<file path="config.mk">
export PLATFORM = sky130hd
export DESIGN_NAME = adapterBringup
export DESIGN_NICKNAME = d
export VERILOG_FILES = /design/src/rtl/bringupPkg.sv /design/src/rtl/bringupCtrl.sv /design/src/rtl/bringupDatapath.sv /design/src/rtl/adapterBringup.sv
export SDC_FILE = /design/constraint.sdc
export NUM_CORES = 1
export LEC_CHECK = 0
export BUFFER_PORTS_ARGS = -buffer_cell sky130_fd_sc_hd__buf_4
export CAP_MARGIN = 20
export CORE_UTILIZATION = 45
export DETAILED_ROUTE_END_ITERATION = 10
export PLACE_DENSITY = 0.67
export SLEW_MARGIN = 25
export SYNTH_ARGS = -nofsm -noshare
export SYNTH_HDL_FRONTEND = slang
export SYNTH_SLANG_ARGS = --single-unit
</file>
<file path="constraint.sdc">
create_clock -name clk -period 1.9 [get_ports clk]
set_input_delay 0.285 -clock clk [delete_from_list [all_inputs] [get_ports clk]]
set_output_delay 0.285 -clock clk [all_outputs]
set_load 0.01 [all_outputs]
</file>
<file path="src/rtl/bringupPkg.sv">
package bringupPkg;
  localparam int REG_W = 8;
  // reset register release bits (1 = domain running)
  localparam int CHIP_BIT = 0;
  localparam int FIFO_BIT = 1;
  localparam int HOST_BIT = 2;
  // interrupt-control enables
  localparam int INT_SYS_BIT    = 0;
  localparam int INT_BUSERR_BIT = 1;

  typedef enum logic [2:0] {
    OP_NONE, OP_SET_CHIP, OP_CLR_ALL, OP_SET_HOST,
    OP_SET_FIFO, OP_ZERO, OP_INT, OP_THR
  } wrOp_e;

  typedef struct packed {
    wrOp_e op;
    logic  cntClr;
    logic  cntRun;
  } ctrlStrobe_t;

  typedef enum logic [3:0] {
    ST_IDLE, ST_EN_SET, ST_EN_WAIT, ST_OP_SET, ST_OP_CLR, ST_OP_WAIT,
    ST_REL_CHIP, ST_REL_HOST, ST_REL_FIFO, ST_INT, ST_THR, ST_CLOSE, ST_FINISH
  } seqState_e;
endpackage

</file>
<file path="src/rtl/bringupCtrl.sv">
module bringupCtrl
  import bringupPkg::*;
(
  input  logic        clk,
  input  logic        rstN,
  input  logic        openReq,
  input  logic        closeReq,
  input  logic        enableReq,
  input  logic        waitDone,
  output ctrlStrobe_t strobe,
  output logic        busy,
  output logic        done
);
  seqState_e state, stateNext;

  always_ff @(posedge clk or negedge rstN) begin
    if (!rstN) state <= ST_IDLE;
    else       state <= stateNext;
  end

  always_comb begin
    stateNext = state;
    unique case (state)
      ST_IDLE: begin
        if (closeReq)       stateNext = ST_CLOSE;
        else if (openReq)   stateNext = ST_OP_SET;
        else if (enableReq) stateNext = ST_EN_SET;
      end
      ST_EN_SET:   stateNext = ST_EN_WAIT;
      ST_EN_WAIT:  if (waitDone) stateNext = ST_FINISH;
      ST_OP_SET:   stateNext = ST_OP_CLR;
      ST_OP_CLR:   stateNext = ST_OP_WAIT;
      ST_OP_WAIT:  if (waitDone) stateNext = ST_REL_CHIP;
      ST_REL_CHIP: stateNext = ST_REL_HOST;
      ST_REL_HOST: stateNext = ST_REL_FIFO;
      ST_REL_FIFO: stateNext = ST_INT;
      ST_INT:      stateNext = ST_THR;
      ST_THR:      stateNext = ST_FINISH;
      ST_CLOSE:    stateNext = ST_FINISH;
      ST_FINISH:   stateNext = ST_IDLE;
      default:     stateNext = ST_IDLE;
    endcase
  end

  always_comb begin
    strobe.op     = OP_NONE;
    strobe.cntClr = 1'b0;
    strobe.cntRun = 1'b0;
    unique case (state)
      ST_IDLE:     strobe.cntClr = 1'b1;
      ST_EN_SET:   begin strobe.op = OP_SET_CHIP; strobe.cntClr = 1'b1; end
      ST_EN_WAIT:  strobe.cntRun = 1'b1;
      ST_OP_SET:   strobe.op = OP_SET_CHIP;
      ST_OP_CLR:   begin strobe.op = OP_CLR_ALL; strobe.cntClr = 1'b1; end
      ST_OP_WAIT:  strobe.cntRun = 1'b1;
      ST_REL_CHIP: strobe.op = OP_SET_CHIP;
      ST_REL_HOST: strobe.op = OP_SET_HOST;
      ST_REL_FIFO: strobe.op = OP_SET_FIFO;
      ST_INT:      strobe.op = OP_INT;
      ST_THR:      strobe.op = OP_THR;
      ST_CLOSE:    strobe.op = OP_ZERO;
      default:     ;
    endcase
  end

  assign busy = (state != ST_IDLE);
  assign done = (state == ST_FINISH);

  // once running, the sequence only ends through its done cycle
  p_busy_hold_r9: assert property (@(posedge clk) disable iff (!rstN)
    busy && !done |=> busy);
  // done is a single-cycle pulse followed by idle
  p_done_pulse_r12: assert property (@(posedge clk) disable iff (!rstN)
    done |=> !done && !busy);
  // a wait state is left only when the datapath reports the count reached
  p_wait_exit_r11: assert property (@(posedge clk) disable iff (!rstN)
    (strobe.cntRun && !waitDone) |=> strobe.cntRun);
endmodule

</file>
<file path="src/rtl/bringupDatapath.sv">
module bringupDatapath
  import bringupPkg::*;
#(
  parameter int ADDR_W      = 4,
  parameter int RESET_ADDR  = 0,
  parameter int INTCTL_ADDR = 1,
  parameter int THRESH_ADDR = 2,
  parameter int WAIT_TICKS  = 100,
  parameter int THRESH_VAL  = 30
) (
  input  logic              clk,
  input  logic              rstN,
  input  logic              tickUs,
  input  ctrlStrobe_t       strobe,
  output logic              wrStrobe,
  output logic [ADDR_W-1:0] wrAddr,
  output logic [REG_W-1:0]  wrData,
  output logic              waitDone
);
  localparam int CNT_W = $clog2(WAIT_TICKS + 1);
  localparam logic [CNT_W-1:0] CNT_LAST = CNT_W'(WAIT_TICKS - 1);
  localparam logic [REG_W-1:0] CHIP_M = REG_W'(1) << CHIP_BIT;
  localparam logic [REG_W-1:0] FIFO_M = REG_W'(1) << FIFO_BIT;
  localparam logic [REG_W-1:0] HOST_M = REG_W'(1) << HOST_BIT;
  localparam logic [REG_W-1:0] ALL_M  = CHIP_M | FIFO_M | HOST_M;
  localparam logic [REG_W-1:0] INT_V  =
    (REG_W'(1) << INT_SYS_BIT) | (REG_W'(1) << INT_BUSERR_BIT);

  logic [REG_W-1:0] shadow, shadowNext;
  logic [CNT_W-1:0] waitCnt;
  logic             resetWr;

  // next value of the reset register for this step
  always_comb begin
    shadowNext = shadow;
    resetWr    = 1'b1;
    unique case (strobe.op)
      OP_SET_CHIP: shadowNext = shadow | CHIP_M;
      OP_CLR_ALL:  shadowNext = shadow & ~ALL_M;
      OP_SET_HOST: shadowNext = shadow | HOST_M;
      OP_SET_FIFO: shadowNext = shadow | FIFO_M;
      OP_ZERO:     shadowNext = '0;
      default:     resetWr = 1'b0;
    endcase
  end

  always_comb begin
    wrStrobe = (strobe.op != OP_NONE);
    wrAddr   = ADDR_W'(RESET_ADDR);
    wrData   = shadowNext;
    if (strobe.op == OP_INT) begin
      wrAddr = ADDR_W'(INTCTL_ADDR);
      wrData = INT_V;
    end else if (strobe.op == OP_THR) begin
      wrAddr = ADDR_W'(THRESH_ADDR);
      wrData = REG_W'(THRESH_VAL);
    end
  end

  always_ff @(posedge clk or negedge rstN) begin
    if (!rstN)        shadow <= '0;
    else if (resetWr) shadow <= shadowNext;
  end

  always_ff @(posedge clk or negedge rstN) begin
    if (!rstN)                      waitCnt <= '0;
    else if (strobe.cntClr)         waitCnt <= '0;
    else if (strobe.cntRun && tickUs) waitCnt <= waitCnt + 1'b1;
  end

  assign waitDone = strobe.cntRun && tickUs && (waitCnt == CNT_LAST);

  // the combined clear leaves all three domains held
  p_clear_all_r3: assert property (@(posedge clk) disable iff (!rstN)
    (strobe.op == OP_CLR_ALL) |=> ((shadow & ALL_M) == '0));
  // host release only after core release, FIFO only after host
  p_host_after_chip_r5: assert property (@(posedge clk) disable iff (!rstN)
    (strobe.op == OP_SET_HOST) |-> shadow[CHIP_BIT]);
  p_fifo_after_host_r5: assert property (@(posedge clk) disable iff (!rstN)
    (strobe.op == OP_SET_FIFO) |-> shadow[HOST_BIT]);
  // interrupts enabled only with every domain released
  p_int_after_release_r6: assert property (@(posedge clk) disable iff (!rstN)
    (strobe.op == OP_INT) |-> ((shadow & ALL_M) == ALL_M));
  // without a tick the wait count holds
  p_count_tick_only_r11: assert property (@(posedge clk) disable iff (!rstN)
    (strobe.cntRun && !tickUs && !strobe.cntClr) |=> $stable(waitCnt));
endmodule

</file>
<file path="src/rtl/adapterBringup.sv">
module adapterBringup
  import bringupPkg::*;
#(
  parameter int ADDR_W      = 4,
  parameter int RESET_ADDR  = 0,
  parameter int INTCTL_ADDR = 1,
  parameter int THRESH_ADDR = 2,
  parameter int WAIT_TICKS  = 100,
  parameter int THRESH_VAL  = 30
) (
  input  logic              clk,
  input  logic              rstN,
  input  logic              tickUs,
  input  logic              openReq,
  input  logic              closeReq,
  input  logic              enableReq,
  output logic              wrStrobe,
  output logic [ADDR_W-1:0] wrAddr,
  output logic [7:0]        wrData,
  output logic              busy,
  output logic              done
);
  ctrlStrobe_t strobe;
  logic        waitDone;

  bringupCtrl uCtrl (
    .clk(clk), .rstN(rstN),
    .openReq(openReq), .closeReq(closeReq), .enableReq(enableReq),
    .waitDone(waitDone), .strobe(strobe), .busy(busy), .done(done)
  );

  bringupDatapath #(
    .ADDR_W(ADDR_W), .RESET_ADDR(RESET_ADDR), .INTCTL_ADDR(INTCTL_ADDR),
    .THRESH_ADDR(THRESH_ADDR), .WAIT_TICKS(WAIT_TICKS), .THRESH_VAL(THRESH_VAL)
  ) uData (
    .clk(clk), .rstN(rstN), .tickUs(tickUs), .strobe(strobe),
    .wrStrobe(wrStrobe), .wrAddr(wrAddr), .wrData(wrData), .waitDone(waitDone)
  );

  // no register traffic while idle
  p_idle_quiet_r1: assert property (@(posedge clk) disable iff (!rstN)
    !busy |-> !wrStrobe);
  // done never coincides with a write
  p_done_no_write_r12: assert property (@(posedge clk) disable iff (!rstN)
    done |-> !wrStrobe);
endmodule

</file>
# After elaboration in Yosys (flattened, before gate mapping)
# Index checks and enable logic that the tools add are counted.
# W data, S select, Z words.
# classes
muxes	17
n_reduce_logical	12
addsub	1
eq_ne	23
# ops
operator	count
$pmux W4 S11	1
$pmux W8 S5	1
$mux W4	6
$pmux W3 S7	1
$eq A4 B4 Y1 const B	5
$eq A4 B3 Y1 const B	4
$mux W8	2
$mux W7	2
$eq A3 B3 Y1 const B	4
$eq A4 B2 Y1 const B	2
$add A7 B1 Y7 const B	1
$eq A7 B7 Y1 const B	1
$eq A3 B2 Y1 const B	2
$reduce_or A3 Y1	2
$reduce_or A5 Y1	1
$eq A4 B1 Y1 const B	1
$logic_not A4 Y1	1
$ne A2 B1 Y1 const B	2
$ne A4 B4 Y1 const B	1
$reduce_bool A4 Y1	1
$reduce_or A2 Y1	2
$eq A3 B1 Y1 const B	1
$mux W1	3
$reduce_and A3 Y1	1
other kinds (4)	5
# word_totals
reg_bits	19
out_inout_bits	15
in_bits	6

# Depth between registers and ports, before layout
# Gate-level depths: netlist of the first run.
# depth
ltp_word	7
mapped_depth	6

# Hierarchy
# From an unflattened synthesis of the first run, not the netlist that was laid out.
# hier_totals
hier_cells	135
area_unflattened_um2	1128.6
# by_module_without_submodules
module	seq_area_each_um2	n_inst	area_each_um2	cells_each
bringupDatapath	375.4	1	767.0	86
bringupCtrl	100.1	1	361.6	49

# Worst setup path before layout of the first run
# No wires, ideal clock.
# synth_timing
kind	reg-to-reg
start	register uData.waitCnt[0]
end	register uCtrl.state[0]
setup_time_ns	0.079
setup_slack_ns	0.221
path_stages_with_launch	6
synth_period_minus_slack_ns	1.679
t_arrival_ns	1.599
path_cell_list	dfrtp_1 ha_1 nand4b_1 or4b_1 a21oi_1 mux2i_1
# synth_via
elab_chain_cells	4
word_cells_on_any_way	5
classes_between	eq/ne (3); reduce/logical (2)
# synth_rtl
item	line_no	source
from (decl)	bringupDatapath.sv:30	logic [CNT_W-1:0] waitCnt;
from (signal assigned)	bringupDatapath.sv:68	else if (strobe.cntRun && tickUs) waitCnt <= waitCnt + 1'b1;
$eq A7 B7 Y1 (*)	bringupDatapath.sv:71	assign waitDone = strobe.cntRun && tickUs && (waitCnt == CNT_LAST);
$logic_and A1 B1 Y1 (*)	bringupDatapath.sv:71	
$ne A2 B1 Y1 (no source line)	n/a	
$reduce_and A3 Y1 (no source line) (*)	n/a	
to (signal assigned)	bringupCtrl.sv:18	else state <= stateNext;
to (decl)	bringupCtrl.sv:14	seqState_e state, stateNext;
# Mark *: on every way between the ends. The rest lies on a longest branch, timed or not.
# A chain may end at the register's enable or synchronous reset.

# Final worst setup path of the first run
# layout_timing
start	register uCtrl.state[3]
end	output wrData[0]
# layout_via
elab_chain_cells	7
word_cells_on_any_way	21
classes_between	eq/ne (16); mux (4); reduce/logical (1)
# layout_rtl
item	line_no	source
$eq A4 B1 Y1 (tied with other cells)	bringupCtrl.sv:49	unique case (state)
$reduce_or A3 Y1 (no source line)	n/a	
$pmux W3 S7 (*)	bringupCtrl.sv:49	
$eq A3 B3 Y1 (tied with other cells)	bringupDatapath.sv:37	unique case (strobe.op)
$pmux W8 S5	bringupDatapath.sv:37	
$mux W8	bringupDatapath.sv:54	end else if (strobe.op == OP_THR) begin
$mux W8 (*)	bringupDatapath.sv:51	if (strobe.op == OP_INT) begin
to (decl)	adapterBringup.sv:19	output logic [7:0] wrData,
# Marked as above.

==> results of run 1 <==
## repair_timing
action / 4_1_cts / 5_1_grt
gates resized for setup: 7 / 7
hold endpoints to repair: 19 / 0
pin swaps: 0 / 6
setup buffers: 6 / 2
hold buffers: 1 / 0
endpoints found under the setup margin: 11 / 11
## power breakdown
part           switching (uW)  internal, uW
registers                 103           493
clock network             141          80.2
logic                     676           602
## path summary, 6_finish.rpt
path | to | slack (ns) | start | depth (start not counted)
worst min-delay path | uCtrl.state[0]$_DFFE_PN0P_ | 0.36 | enableReq | 4
worst max-delay path | wrData[0] | -0.003 | uCtrl.state[3]$_DFFE_PN0P_ | 5
worst min register to register | uData.shadow[5]$_DFFE_PN0N_ | 0.49 | uData.shadow[5]$_DFFE_PN0N_ | 1
max in group asynchronous | uCtrl.state[0]$_DFFE_PN0P_ | 1.31 | rstN | 2
worst max register to register | uData.waitCnt[1]$_DFFE_PN0P_ | 0.05 | uCtrl.state[2]$_DFFE_PN0P_ | 6
min in group asynchronous | uData.waitCnt[4]$_DFFE_PN0P_ | 0.38 | rstN | 2
## worst register-to-register path, delay by kind of cell, from the launching register on
family,cells,cell delay (ns)
multiplexers,1,0.20
buffers and inverters,2,0.28
flip-flops,1,0.47
AND/OR/NAND/NOR,2,0.60
AO/OA/AOI/OAI,1,0.20
## final cells by class
type                    count  area [um2]  area share
repair buffers             34       257.7      0.1753
inverters                   5       18.77     0.01277
well taps                  30       37.54     0.02553
flip-flops and latches     19       480.5      0.3268
clock buffers               3       22.52     0.01532
clock inverters             1       7.507    0.005106
multi-input cells          96       645.6      0.4391
## cells in the mapped netlist, types with 3 or more instances
master and count:
nor3_1 5, a211oi_2 3, dfrtp_1 19, mux2i_1 3, a21oi_1 11, a211oi_1 3
inv_1 5, nand2_1 8, clkbuf_1 3, xnor2_1 5, nor2b_1 5, o21ai_0 5
nor2_1 15, and2_1 5
## sequential cells by signal, summed over array words and instances (netlist names)
register,count
uCtrl.state,4
uData.shadow,8
uData.waitCnt,7
## cell families (layout without fill, tap and decap cells)
logic type               Yosys count  count (layout)  synth area share
other                              1               2          0.003226
flip-flops                        19              19            0.4090
AND/OR/NAND/NOR                   50              50            0.2314
XOR/XNOR                           5               5           0.03767
multiplexers                       3               3           0.02584
buffers and inverters             14              43           0.06673
adder cells (fa/ha/maj)            1               1           0.01076
AO/OA/AOI/OAI                     35              35            0.2153
## per-layer routing
metal	routed length (um)	track usage
met5	0	0
met4	31	0.07895
met3	130	0.03478
met2	1271	0.3270
met1	1187	0.3142
## per-stage QoR
step / std cells / utilization / total power, uW
after floorplan: 129 / - / 1330
after global placement: 175 / 0.5428 / 1654
after detailed placement: 175 / 0.5428 / 1672
after CTS: 186 / 0.5846 / 2029
after global routing: 188 / 0.5989 / 2263
final: 188 / 0.5989 / 2095
==> impl_metrics.py, run 1 <==
metrics = {
    "cells_and_area": {
        "final_nets": 166,
        "layout_commonest_cell": "buf_4",
        "diodes": 0,
        "final_cell_area_um2": 1470,
        "syn2layout_area_growth_pct": 26.48,
        "drive_above_1_share": 0.3481,
        "final_cell_mix": "buf_4 (33), dfrtp_1 (15), nor2_1 (14), a21oi_1 (10), nand2_1 (6)",
        "n_fill_cell": 212,
    },
    "yosys": {
        "synth_seq_cells": 19,
        "ys_seq_area_frac": 0.4090,
        "synth.top_cell.area_share": 0.4090,
        "syn_inst": 128,
        "yosys-top-cells-area": "dfrtp_1 (41%), nor2_1 (4.8%), a21oi_1 (4.7%)",
        "async_flop_share": 1.000,
        "synth_area_leader_cell": "dfrtp_1",
        "syn-cell-area_um2": 1162,
        "ys.flop_type": "dfrtp_1",
        "avgSynthCellArea_um2": 9.081,
        "ys_types": 40,
        "yosysWarnings": 0,
        "synth-edff-count": 0,
    },
    "timing": {
        "hold_viol_final": 0,
        "fmax_mhz": 525.6,
        "fin_setup_tns_ns": -0.002745,
        "slew_violations": 0,
        "min_period_ns": 1.903,
        "setup_viol": 1,
        "fin_ws_ns": -0.002745,
        "rsz0062_at_grt": "true",
        "finalCritPeriodShare": 1.001,
        "holdWs_ns": 0.3623,
        "clock_skew_ns": 0.002073,
    },
    "clock_tree": {
        "h-tree-depth": 1,
        "clockRootBuffer": "clkbuf_4",
        "clk_pin_slew_worst_paths_ns": 0.12,
        "clockBufferDepth": 2,
        "numCtsBuffers": 3,
        "clock_latency_ns": 0.30,
        "cts_tree": "built",
        "clock-sinks": 19,
    },
    "pwr": {
        "p_leak_uw": 0.0006743,
        "powerDensity_nw_per_um2": 1425,
        "ir_worst_vdd_mv": 0.8867,
    },
    "die": {
        "die_h_um": 52.83,
        "die_x_um": 52.83,
        "ioPinCount": 21,
        "dieArea_um2": 2790,
        "rows": 18,
        "coreArea_um2": 2455,
        "start_util": 0.4735,
    },
    "critical_path": {
        "end_kind": "output port",
        "cp.arrival_ns": 1.62,
        "critPathKind": "reg2out",
        "crit_fanout": 8,
        "path_cells": "inv_1 > o2bb2ai_1 > a211oi_1 > a21o_1 > buf_4",
        "crit_family": "compound AO/OA/AOI/OAI gates",
        "cp_num_buf_inv": 2,
        "critPathLaunchType": "register",
        "cp_slowest_stage_delay_ns": 0.42,
        "required_ns": 1.62,
        "slowest_stage": "dfrtp_2",
    },
    "place": {
        "place.gp.congestion": 0.8358,
        "place_ws_ns": 0.1010,
        "port_buffers": 18,
        "place_area_um2": 1333,
        "dp_hpwl_um": 1745,
    },
    "route": {
        "wl_per_cell_um": 13.94,
        "routed_wl_um": 2620,
        "vias": 1025,
        "drt_iter0_markers": 28,
        "antenna_left": 0,
        "dr.pass1.iters": 5,
        "vias_per_cell": 5.452,
        "drcViolationCount": 0,
    },
    "grt": {
        "grt_pass1_wl_um": 4319,
        "track_usage": 0.2187,
        "antenna_found_initial": 0,
        "grt_start_max_net_pins": 20,
        "gr-total-overflow": 0,
        "grt_pass1_vias": 918,
    },
    "min_path": {
        "hold_class": "in2reg",
    },
    "run_status": {
        "violations": "setup timing",
        "outcome": "finished, violations left",
    },
    "job": {
        "drv_cap": 0,
    },
}
No activity file was read; power rests on OpenSTA's default activity.
==> run 2: changes to the inputs <==
--- a/config.mk
+++ b/config.mk
@@ -5,11 +5,12 @@
 export SDC_FILE = /design/constraint.sdc
 export NUM_CORES = 1
 export LEC_CHECK = 0
+export ABC_AREA = 1
 export BUFFER_PORTS_ARGS = -buffer_cell sky130_fd_sc_hd__buf_4
 export CAP_MARGIN = 20
 export CORE_UTILIZATION = 45
 export DETAILED_ROUTE_END_ITERATION = 10
-export PLACE_DENSITY = 0.67
+export PLACE_DENSITY = 0.66
 export SLEW_MARGIN = 25
 export SYNTH_ARGS = -nofsm -noshare
 export SYNTH_HDL_FRONTEND = slang
==> impl_metrics.py, run 2 <==
metrics = {
    "run_status": {
        "outcome": "finished, final reports clean",
    },
    "cells_and_area": {
        "drive_above_1_share": 0.3842,
        "final_cell_mix": "nand2_1 (28), buf_4 (27), inv_1 (21), dfrtp_1 (17), nand3_1 (15)",
        "diodes": 0,
        "n_fill_cell": 221,
        "largest_register": "uData.shadow",
        "final_core_util": 0.6086,
        "largest_reg_flops": 8,
        "syn2layout_area_growth_pct": 27.46,
        "layout_commonest_cell": "nand2_1",
        "final_nets": 198,
        "final_cells": 220,
        "reg_top3": "uData.shadow: 8 flops, uData.waitCnt: 7 flops, uCtrl.state: 4 flops",
    },
    "clock_tree": {
        "cts_tree": "built",
        "clockRootBuffer": "clkbuf_4",
        "clockBufferDepth": 2,
        "clock_latency_ns": 0.31,
        "clk_pin_slew_worst_paths_ns": 0.13,
        "numCtsBuffers": 3,
        "clock-sinks": 19,
        "h-tree-depth": 1,
    },
    "yosys": {
        "synth_commonest_cells": "nand2_1 (32), inv_1 (24), dfrtp_1 (19)",
        "ys_seq_area_frac": 0.3983,
        "synth_area_leader_cell": "dfrtp_1",
        "yosys-top-cells-area": "dfrtp_1 (40%), nand2_1 (10%), inv_1 (7.5%)",
        "syn_inst": 160,
        "synth_seq_cells": 19,
        "syn-cell-area_um2": 1194,
        "ys_types": 27,
        "yosysWarnings": 0,
        "synth.top_cell.area_share": 0.3983,
        "async_flop_share": 1.000,
        "synth-edff-count": 0,
        "avgSynthCellArea_um2": 7.460,
        "ys.flop_type": "dfrtp_1",
        "yosys.cell_count.top_type": "nand2_1",
    },
    "place": {
        "port_buffers": 18,
        "dp_hpwl_um": 1889,
        "dp.cells": 206,
        "place.gp.congestion": 0.8903,
    },
    "die": {
        "ioPinCount": 21,
        "rows": 18,
        "dieArea_um2": 2862,
        "die_h_um": 53.50,
        "coreArea_um2": 2500,
        "die_x_um": 53.50,
        "start_util": 0.4775,
    },
    "route": {
        "wl_per_cell_um": 12.15,
        "dr.pass1.iters": 4,
        "drt_iter0_markers": 14,
        "antenna_left": 0,
        "routed_wl_um": 2673,
        "vias_per_cell": 5.127,
        "drcViolationCount": 0,
        "vias": 1128,
    },
    "job": {
        "drv_cap": 0,
    },
    "min_path": {
        "hold_class": "in2reg",
    },
    "timing": {
        "worstMarginPinSlew_ns": 0.5384,
        "rsz0062_at_grt": "true",
        "min_period_ns": 1.830,
        "clock_skew_ns": 0.02493,
        "fmax_mhz": 546.5,
        "hold_viol_final": 0,
        "fin_setup_tns_ns": 0,
        "finalCritPeriodShare": 0.9631,
        "slew_violations": 0,
        "setup_viol": 0,
        "relSlewSlack": 0.6400,
    },
    "pwr": {
        "p_comb_frac": 0.393,
        "p_leak_uw": 0.0008095,
        "p_total_uw": 1219,
        "p_switching_uw": 487.7,
        "powerDensity_nw_per_um2": 800.9,
        "sw_frac_of_total": 0.4002,
        "seqPwrFrac": 0.436,
        "internal_power_uw": 730.9,
        "ir_worst_vdd_mv": 0.5855,
        "pwr-share-clk": 0.170,
    },
    "grt": {
        "track_usage": 0.1982,
        "grt_pass1_wl_um": 4057,
        "grt_start_max_net_pins": 20,
        "gr-total-overflow": 0,
        "grt_pass1_vias": 973,
        "antenna_found_initial": 0,
    },
    "critical_path": {
        "cp.arrival_ns": 1.54,
        "critPathKind": "reg2out",
        "required_ns": 1.62,
        "crit_fanout": 6,
        "end_kind": "output port",
        "critPathLaunchType": "register",
    },
}
## run 2: worst max-delay path, cell delays in order, from the launching register on
cell and delay, ns:
dfrtp_2 0.48, nor2_4 0.14, inv_2 0.08, nor2_4 0.16, inv_1 0.10, a21oi_1 0.16, buf_4 0.14
## run 2: layout make-up
class	instances	area [um2]	area share
clock buffer	3	22.52	0.01480
timing repair buffer	28	212.7	0.1398
inverter	29	110.1	0.07237
multi-input combinational	110	655.6	0.4309
tap	30	37.54	0.02467
sequential	19	478.0	0.3141
clock inverter	1	5.005	0.003289
## run 2: what timing repair did
item,4_1_cts,5_1_grt
setup buffers,6,3
pin swaps,2,2
hold buffers,1,0
hold endpoints to repair,19,0
gates resized for setup,5,17
endpoints found under the setup margin,8,8
## run 2: through the flow
step	instance area, um2	worst slack (ns)	hold slack, ns
after floorplan	1197	0.3455	-0.01059
after global placement	1351	0.2851	0.1754
after detailed placement	1351	0.1964	0.1749
after CTS	1450	0.005004	0.2703
after global routing	1521	-0.02718	0.2794
final	1521	0.07015	0.2625
## run 2: power groups by stage
stage	logic, uW	registers [uW]	clock network (uW)
after floorplan	340	522	0
after global placement	436	537	0
after detailed placement	445	536	0
after CTS	456	528	216
after global routing	538	540	228
final	479	532	207
## run 2: final timing paths
kind	from	end	slack (ns)	depth (start not counted)
min	closeReq	uCtrl.state[3]$_DFFE_PN0P_	0.26	3
max	uCtrl.state[2]$_DFFE_PN0P_	wrData[4]	0.07	6
min in group asynchronous	rstN	uData.shadow[3]$_DFFE_PN0N_	0.38	2
min reg2reg	uData.shadow[4]$_DFFE_PN0N_	uData.shadow[4]$_DFFE_PN0N_	0.48	2
max reg2reg	uCtrl.state[0]$_DFFE_PN0P_	uData.waitCnt[5]$_DFFE_PN0P_	0.35	6
max in group asynchronous	rstN	uCtrl.state[1]$_DFFE_PN0P_	1.27	2
## run 2: cell families (layout without fill, tap and decap cells)
group,Yosys count,count (layout),share of synthesized area
adders and majority gates,1,1,0.01048
DFF,19,19,0.3983
buffers and inverters,32,61,0.1080
xor gates and xnor gates,2,2,0.01468
and+or+nand+nor,88,88,0.3637
other,1,2,0.003142
AOI/OAI and AO/OA,17,17,0.1017
## run 2: layer usage
layer | vias up | wire length [um] | global-route usage
met5 | - | 0 | 0
met4 | 0 | 15 | 0.06140
met3 | 2 | 82 | 0.04310
met2 | 23 | 1409 | 0.3438
met1 | 533 | 1166 | 0.2420
li1 | 570 | - | -
